==> src/rtl/wb_slot_pkg.sv <==
package wb_slot_pkg;
  localparam int unsigned MAX_LAT_DEF = 8;
  localparam int unsigned TAG_W_DEF   = 5;

  typedef enum logic [1:0] {
    ISS_NONE,
    ISS_FIXED,
    ISS_SERIAL
  } iss_kind_e;
endpackage

==> src/rtl/wb_slot_line.sv <==
module wb_slot_line #(
  parameter int unsigned DEPTH = 8,
  parameter int unsigned TAG_W = 5,
  parameter int unsigned LAT_W = $clog2(DEPTH + 1)
) (
  input  logic             clk_i,
  input  logic             rst_ni,
  input  logic             book_i,
  input  logic [LAT_W-1:0] book_lat_i,
  input  logic [TAG_W-1:0] book_tag_i,
  output logic             occ_o,
  output logic             head_vld_o,
  output logic [TAG_W-1:0] head_tag_o,
  output logic             empty_o
);
  logic [DEPTH-1:0] vld_q, vld_d;
  logic [TAG_W-1:0] tag_q [DEPTH];
  logic [TAG_W-1:0] tag_d [DEPTH];

  // Index L is the slot that reaches the head L cycles from now.
  always_comb begin
    occ_o = 1'b0;
    for (int i = 1; i < int'(DEPTH); i++)
      if (book_lat_i == LAT_W'(i)) occ_o = vld_q[i];
  end

  for (genvar i = 0; i < int'(DEPTH); i++) begin : g_slot
    logic hit;
    assign hit = book_i && (book_lat_i == LAT_W'(i + 1));
    if (i == int'(DEPTH) - 1) begin : g_tail
      assign vld_d[i] = hit;
      assign tag_d[i] = hit ? book_tag_i : '0;
    end else begin : g_mid
      assign vld_d[i] = vld_q[i+1] | hit;
      assign tag_d[i] = hit ? book_tag_i : tag_q[i+1];
    end

    always_ff @(posedge clk_i or negedge rst_ni) begin
      if (!rst_ni) begin
        vld_q[i] <= 1'b0;
        tag_q[i] <= '0;
      end else begin
        vld_q[i] <= vld_d[i];
        tag_q[i] <= tag_d[i];
      end
    end
  end

  assign head_vld_o = vld_q[0];
  assign head_tag_o = tag_q[0];
  assign empty_o    = ~|vld_q;

  p_book_lat1_r2: assert property (@(posedge clk_i) disable iff (!rst_ni)
    (book_i && book_lat_i == LAT_W'(1)) |=> (head_vld_o && head_tag_o == $past(book_tag_i)));

  p_book_free_r3: assert property (@(posedge clk_i) disable iff (!rst_ni)
    book_i |-> !occ_o);
endmodule

==> src/rtl/wb_slot_ser.sv <==
module wb_slot_ser #(
  parameter int unsigned TAG_W = 5
) (
  input  logic             clk_i,
  input  logic             rst_ni,
  input  logic             start_i,
  input  logic [TAG_W-1:0] start_tag_i,
  input  logic             done_i,
  output logic             busy_o,
  output logic             wb_o,
  output logic [TAG_W-1:0] tag_o
);
  logic             busy_q;
  logic [TAG_W-1:0] tag_q;

  always_ff @(posedge clk_i or negedge rst_ni) begin
    if (!rst_ni) begin
      busy_q <= 1'b0;
      tag_q  <= '0;
    end else if (start_i) begin
      busy_q <= 1'b1;
      tag_q  <= start_tag_i;
    end else if (done_i) begin
      busy_q <= 1'b0;
    end
  end

  assign busy_o = busy_q;
  assign wb_o   = busy_q & done_i;
  assign tag_o  = tag_q;

  p_no_restart_r7: assert property (@(posedge clk_i) disable iff (!rst_ni)
    busy_q |-> !start_i);

  p_done_clears_r7: assert property (@(posedge clk_i) disable iff (!rst_ni)
    wb_o |=> !busy_o);
endmodule

==> src/rtl/wb_slot_rsv.sv <==
module wb_slot_rsv
  import wb_slot_pkg::*;
#(
  parameter int unsigned MAX_LAT = MAX_LAT_DEF,
  parameter int unsigned TAG_W   = TAG_W_DEF,
  localparam int unsigned LAT_W  = $clog2(MAX_LAT + 1)
) (
  input  logic             clk_i,
  input  logic             rst_ni,
  input  logic             iss_req_i,
  input  logic             iss_serial_i,
  input  logic [LAT_W-1:0] iss_lat_i,
  input  logic [TAG_W-1:0] iss_tag_i,
  input  logic             ser_done_i,
  output logic             iss_accept_o,
  output logic             iss_stall_o,
  output logic             iss_err_o,
  output logic             ser_busy_o,
  output logic             wb_en_o,
  output logic [TAG_W-1:0] wb_tag_o
);
  iss_kind_e        kind;
  logic             occ, head_vld, empty, ser_wb, book, ser_start;
  logic [TAG_W-1:0] head_tag, ser_tag;

  always_comb begin
    kind = ISS_NONE;
    if (iss_req_i) kind = iss_serial_i ? ISS_SERIAL : ISS_FIXED;
  end

  assign iss_err_o = (kind == ISS_FIXED) &&
                     (iss_lat_i == '0 || iss_lat_i > LAT_W'(MAX_LAT));

  always_comb begin
    iss_stall_o = 1'b0;
    unique case (kind)
      ISS_FIXED:  iss_stall_o = !iss_err_o && (occ || ser_busy_o);
      ISS_SERIAL: iss_stall_o = !empty || ser_busy_o;
      default:    iss_stall_o = 1'b0;
    endcase
  end

  assign iss_accept_o = iss_req_i && !iss_err_o && !iss_stall_o;
  assign book         = iss_accept_o && (kind == ISS_FIXED);
  assign ser_start    = iss_accept_o && (kind == ISS_SERIAL);

  wb_slot_line #(.DEPTH(MAX_LAT), .TAG_W(TAG_W), .LAT_W(LAT_W)) u_line (
    .clk_i      (clk_i),
    .rst_ni     (rst_ni),
    .book_i     (book),
    .book_lat_i (iss_lat_i),
    .book_tag_i (iss_tag_i),
    .occ_o      (occ),
    .head_vld_o (head_vld),
    .head_tag_o (head_tag),
    .empty_o    (empty)
  );

  wb_slot_ser #(.TAG_W(TAG_W)) u_ser (
    .clk_i       (clk_i),
    .rst_ni      (rst_ni),
    .start_i     (ser_start),
    .start_tag_i (iss_tag_i),
    .done_i      (ser_done_i),
    .busy_o      (ser_busy_o),
    .wb_o        (ser_wb),
    .tag_o       (ser_tag)
  );

  assign wb_en_o  = head_vld | ser_wb;
  assign wb_tag_o = head_vld ? head_tag : ser_tag;

  p_accept_excl_r8: assert property (@(posedge clk_i) disable iff (!rst_ni)
    iss_accept_o |-> !(iss_stall_o || iss_err_o));

  p_one_writer_r8: assert property (@(posedge clk_i) disable iff (!rst_ni)
    !(head_vld && ser_wb));

  p_busy_blocks_r7: assert property (@(posedge clk_i) disable iff (!rst_ni)
    ser_busy_o |-> !iss_accept_o);

  p_serial_on_empty_r6: assert property (@(posedge clk_i) disable iff (!rst_ni)
    ser_start |=> !head_vld);

  p_err_no_book_r4: assert property (@(posedge clk_i) disable iff (!rst_ni)
    iss_err_o |-> !iss_accept_o);
endmodule

==> config.mk <==
export PLATFORM = sky130hd
export DESIGN_NAME = wb_slot_rsv
export DESIGN_NICKNAME = d
export VERILOG_FILES = /design/src/rtl/wb_slot_pkg.sv /design/src/rtl/wb_slot_line.sv /design/src/rtl/wb_slot_ser.sv /design/src/rtl/wb_slot_rsv.sv
export SDC_FILE = /design/constraint.sdc
export NUM_CORES = 1
export LEC_CHECK = 0
export ABC_CLOCK_PERIOD_IN_PS = 6400
export BUFFER_PORTS_ARGS = -buffer_cell sky130_fd_sc_hd__buf_2
export CELL_PAD_IN_SITES_DETAIL_PLACEMENT = 0
export CELL_PAD_IN_SITES_GLOBAL_PLACEMENT = 1
export CORE_MARGIN = 3
export CORE_UTILIZATION = 51
export DETAILED_ROUTE_END_ITERATION = 10
export GPL_ROUTABILITY_DRIVEN = 0
export HOLD_SLACK_MARGIN = 0.05
export PLACE_DENSITY = 0.86
export SYNTH_ARGS = -nofsm -noshare
export SYNTH_HDL_FRONTEND = slang
export SYNTH_SLANG_ARGS = --single-unit
==> constraint.sdc <==
create_clock -name clk_i -period 6.4 [get_ports clk_i]
set_input_delay 1.28 -clock clk_i [delete_from_list [all_inputs] [get_ports clk_i]]
set_output_delay 1.28 -clock clk_i [all_outputs]
set_load 0.03 [all_outputs]
Yosys cells after proc, flatten, opt, wreduce, memory -nomap -nowiden
Cells that the tools add are included.
{"block": "word_totals", "elab_cells": 81, "mem_bits_rw": 0, "latchBits": 0, "reg_bits": 54, "mem_bits_ro": 0, "memories": 0, "input_bits": 14, "output_inout_bits": 10}
{"block": "op_classes", "multipliers": 0, "eq_ne": 10, "shifts": 0, "div": 0, "n_reduce_logical": 22, "order_cmp": 1, "add_sub_neg": 0, "bitwise": 9, "mux": 21}
{"cell": "two-way mux 5 bit", "count": 9}
{"cell": "== test 4 x 3 -> 1 bit, second input constant", "count": 4}
{"cell": "logical AND 1 bit", "count": 14}
{"cell": "two-way mux 1 bit", "count": 9}
{"cell": "== test 4 x 2 -> 1 bit, second input constant", "count": 2}
{"cell": "bitwise OR 1 bit", "count": 8}
{"cell": "OR reduction 8 bit", "count": 1}
{"cell": "== test 4 x 1 -> 1 bit, second input constant", "count": 1}
{"cell": "== test 4 bit, second input constant", "count": 1}
{"cell": "> comparator 4 bit, second input constant", "count": 1}
{"cell": "zero test 4 bit", "count": 1}
{"cell": "two-way mux 2 bit", "count": 2}
{"cell": "logical OR 1 bit", "count": 3}
{"cell": "== test 2 x 1 -> 1 bit, second input constant", "count": 1}
{"cell": "== test 2 bit, second input constant", "count": 1}
{"cell": "zero test 1 bit", "count": 2}
{"cell": "one-hot mux 1 bit (2 select lines)", "count": 1}
{"cell": "nonzero test 2 bit", "count": 1}
{"cell": "AND 1 bit", "count": 1}

Depth between registers and ports, before layout
{"block": "logic_depth", "word_depth": 16, "depth_mapped": 7, "ltp_nobuf": 5}

Modules after synthesis
From an unflattened synthesis, not the netlist that was laid out.
{"block": "hier_totals", "cells_unflattened": 163, "hier_area_um2": 2304.7}
{"module": "wb_slot_line", "cells_per_inst": 129, "area_each_um2": 1904.3, "seq_area_each_um2": 1201.2, "n_inst": 1}
{"module": "wb_slot_ser", "cells_per_inst": 15, "area_each_um2": 255.2, "seq_area_each_um2": 150.1, "n_inst": 1}
{"module": "wb_slot_rsv", "cells_per_inst": 19, "area_each_um2": 145.1, "seq_area_each_um2": 0.0, "n_inst": 1}

Worst setup path after synthesis
No wires, ideal clock.
{"block": "synth_timing", "path_kind": "input -> output", "start": "in iss_lat_i[0]", "end": "out iss_stall_o", "arrival_time_ns": 2.488, "slack_ns": 2.632, "t_required_ns": 5.120, "stages": 6, "path_buffers": 1, "path_cell_list": "buf_2 -> and3b_1 -> nor4b_1 -> o22ai_1 -> nand2_1 -> o2bb2ai_1"}
{"block": "synth_via", "elab_chain_len": 11, "elab_cells_between_ends": 22, "classes_between": "order compare: 1; eq/ne: 7; mux: 8; reduce/logical: 6"}
{"element": "start, declared", "line": "wb_slot_rsv.sv:12", "rtl": "input logic [LAT_W-1:0] iss_lat_i,"}
{"element": "== test 4 x 1 -> 1 bit", "line": "wb_slot_line.sv:24", "rtl": "if (book_lat_i == LAT_W'(i)) occ_o = vld_q[i];"}
{"element": "two-way mux 1 bit (7 in a row)", "line": "wb_slot_line.sv:24"}
{"element": "logical OR 1 bit", "line": "wb_slot_rsv.sv:37", "rtl": "ISS_FIXED: iss_stall_o = !iss_err_o && (occ || ser_busy_o);"}
{"element": "logical AND 1 bit (*)", "line": "wb_slot_rsv.sv:37"}
{"element": "one-hot mux 1 bit (2 select lines) (*)", "line": "wb_slot_rsv.sv:36", "rtl": "unique case (kind)"}
{"element": "end, declared", "line": "wb_slot_rsv.sv:16", "rtl": "output logic iss_stall_o,"}
Every way passes the cells marked *; elsewhere a longest branch is shown, timed or not.

Final worst setup path
{"block": "layout_timing", "start": "in iss_lat_i[1]", "end": "out iss_accept_o"}
{"block": "layout_via", "elab_chain_len": 13, "elab_cells_between_ends": 25, "classes_between": "order compare: 1; eq/ne: 7; mux: 8; reduce/logical: 9"}
{"element": "== test 4 x 1 -> 1 bit", "line": "wb_slot_line.sv:24"}
{"element": "two-way mux 1 bit (7 in a row)", "line": "wb_slot_line.sv:24"}
{"element": "logical OR 1 bit", "line": "wb_slot_rsv.sv:37"}
{"element": "logical AND 1 bit", "line": "wb_slot_rsv.sv:37"}
{"element": "one-hot mux 1 bit (2 select lines)", "line": "wb_slot_rsv.sv:36"}
{"element": "zero test 1 bit", "line": "wb_slot_rsv.sv:43", "rtl": "assign iss_accept_o = iss_req_i && !iss_err_o && !iss_stall_o;"}
{"element": "logical AND 1 bit (*)", "line": "wb_slot_rsv.sv:43"}
{"element": "end, declared", "line": "wb_slot_rsv.sv:15", "rtl": "output logic iss_accept_o,"}
Marks and branches as above.

==> impl_metrics.tcl <==
set metrics [dict create \
    status "complete, no violations" \
    cp_cell_sequence "buf_2 > and3b_1 > nor4b_1 > o22ai_1 > nand3_1 > nand2_1 > buf_2" \
    cts_tree "done" \
    grt_pass1_vias 1316 \
    cts_root_buffer "clkbuf_8" \
    via_per_inst 5.519 \
    fp-row-count 23 \
    finalWorstSetupSlack_ns 2.440 \
    yosys.area_share.simple 0.1384 \
    io_buffers 23 \
    setup_viol 0 \
    r2r_start "u_line.vld_q[3]$_DFF_PN0_" \
    grt_max_degree 55 \
    r2r-end "u_line.tag_q[13]$_DFF_PN0_" \
    synth_top_family_by_area "multiplexers" \
    wire_per_inst_um 15.99 \
    clk_latency_ns 0.30 \
    multiInputGateArea_um2 882.1 \
    hold_viol 0 \
    max_freq_mhz 252.5 \
    wl_mm 3.789 \
    grt_usage 0.1631 \
    fin_crit_ns 3.960 \
    synth_xor_area_frac 0 \
    min_path_cells 1 \
    die_area_mm2 0.005287 \
    synth_area_leaders "dfrtp_1 60%, mux2_2 22%, and4b_1 1.8%, and2_1 1.7%, nand2b_1 1.7%" \
    crit_path_frequent_cell "buf_2" \
    tightestPinTransition_ns 1.122 \
    placed_area_mm2 0.002419 \
    peakVddDrop_mv 0.1603 \
    yosysWarnings 0 \
    synth_adder_area_share 0 \
    seq_area_mm2 0.001351 \
    whs_endpoint "u_line.head_tag_o[1]$_DFF_PN0_" \
    h-tree-depth 2 \
    period_share 0.6188 \
    drt_drc_violations_left 0 \
    synth_compound_area_frac 0.02701 \
    drive_gt1_frac 0.4332 \
    startpoint_type "primary input" \
    hold_path.class "register to register" \
    grt_overflow_total 0 \
    skew_ns 0.006247 \
    r2r_cells 5 \
    drv_slew 0 \
    route.vias.total 1308 \
    hold_start "u_line.tag_q[31]$_DFF_PN0_" \
    grt_pass1_wl_mm 6.354 \
    ys_seq_elements 54 \
    synth_cell_types 32 \
    cellPowerDensity_mw_per_mm2 276.3 \
    dr.first_iter.drc_count 52 \
    rsz0062_at_grt "false" \
    p_leak_nw 1.334 \
    crit_path_start "iss_lat_i[1]" \
    async_flop_share 1.000 \
    critPathCaptureType "primary output" \
    diodes 0 \
    n_fill_cell 337 \
    critPathSlowestCell "o22ai_1" \
    cts_sinks 54 \
    maxCapViolations 0 \
    cts_hold_buf 0 \
    synth_top_area_cell "dfrtp_1" \
    core_area_mm2 0.004144 \
    netlist_area_mm2 0.002270 \
    ios 24 \
    finalNetCount 201 \
    synth.area.mux_share 0.2233 \
    postCtsSetupRepairBufs 0 \
    syn_nets 177 \
    clk_pin_slew_worst_paths_ns 0.08 \
    ant_nets 0 \
    seq_area_frac_synth 0.5954 \
    cts_buffer_depth 2 \
    antenna_found_initial 0 \
    max_slew_margin 0.2518 \
    cts_resized 0 \
    fp.dieH_um 72.71 \
    start_util 0.5477 \
    yosys_most_used_dff "dfrtp_1" \
    die_x_um 72.71 \
    synth_edf_count 0 \
    first_pass_iters 4 \
    final_cell_area_mm2 0.002531 \
    worst_ep_required_time_ns 5.12 \
    synth_cells 163 \
    regToRegSetupSlack_ns 4.21 \
    cts_made_buffers 5 \
    max_stage_delay_ns 0.52 \
    syn_to_final_growth_pct 11.52 \
    path_max_fanout 14 \
    place_ws_ns 2.452 \
    syn_area_per_cell_um2 13.92 \
    setup_tns_ns 0 \
    dp_hpwl_mm 2.660 \
    synth_top_area_share 0.5954 \
    cp.arrival_ns 2.68 \
    crit_type "primary input to primary output" \
]
## critical path: cells and delay by family
kind,cells,cell delay (ns)
and+or+nand+nor,4,0.48
buffers and inverters,2,0.39
AOI/OAI and AO/OA,1,0.52
## kinds of logic after synthesis
family                 count (synthesis)
DFF                                   54
and+or+nand+nor                       47
muxes                                 45
AOI/OAI and AO/OA                      9
buffers and inverters                  8
## flip-flops by register name, summed over array words and instances, names as in the netlist
name and cells:
u_line.head_tag_o 5, u_line.head_vld_o 1, u_line.tag_q 35, u_line.vld_q 7
u_ser.busy_o 1, u_ser.tag_o 5
## report_power, final
part	switching (W)	internal [W]	leakage [nW]
Clock	0.000100	0.000125	0.0573
Combinational	0.0000661	0.0000414	0.537
Sequential	0.00000850	0.000358	0.739
## worst max-delay path by stage
stage | to | slack (ns)
floorplan | iss_stall_o | 2.63
global placement | iss_stall_o | 2.55
detailed placement | iss_stall_o | 2.45
CTS | iss_stall_o | 2.45
global route | iss_accept_o | 2.31
finish | iss_accept_o | 2.44
## final cells by class
type | count | share of cell area
Clock buffer | 6 | 0.03262
Clock inverter | 1 | 0.01186
Inverter | 2 | 0.002966
Multi-Input combinational cell | 101 | 0.3485
Sequential cell | 54 | 0.5339
Tap cell | 50 | 0.02472
Timing Repair Buffer | 23 | 0.04548
## cell usage in the layout, fill, tap and decap left out, types with 2 or more instances in the layout
cell,n
a21oi_1,3
and2_1,6
and4b_1,4
buf_2,23
clkbuf_8,6
dfrtp_1,54
inv_1,2
mux2_2,45
nand2_1,4
nand2b_1,6
nand3_1,3
nand4_1,2
nor2_1,2
nor2b_1,3
nor3_1,3
or2_2,3
or4_1,2
## synthesized netlist by cell type, drive strengths merged (2+ instances only)
| library cell | n |
|---|---|
| nor2b | 3 |
| nand3 | 4 |
| mux2 | 45 |
| and2 | 6 |
| buf | 5 |
| inv | 2 |
| nor2 | 2 |
| nor4b | 2 |
| a21oi | 3 |
| nand2 | 4 |
| or4 | 2 |
| dfrtp | 54 |
| or2 | 3 |
| nand4 | 2 |
| and4b | 4 |
| nand2b | 6 |
| nor3 | 4 |
## metrics by stage
stage / hold WS (ns) / std cells / util / total power, W
final: 0.4797 / 237 / 0.6108 / 0.0006993
after global routing: 0.4961 / 237 / 0.6108 / 0.0007327
after CTS: 0.4834 / 237 / 0.6108 / 0.0007084
after detailed placement: 0.4614 / 230 / 0.5836 / 0.0004826
after global placement: 0.4555 / 230 / 0.5836 / 0.0004783
after floorplan: 0.4494 / 163 / - / 0.0004462
## layer usage
metal / part of all wire / track usage / vias up
li1: - / - / 627
met1: 0.43 / 0.2078 / 651
met2: 0.51 / 0.2625 / 28
met3: 0.051 / 0.05372 / 2
met4: 0.0063 / 0.05533 / 0
met5: 0 / 0 / -
No activity file was read; power rests on OpenSTA's default activity.
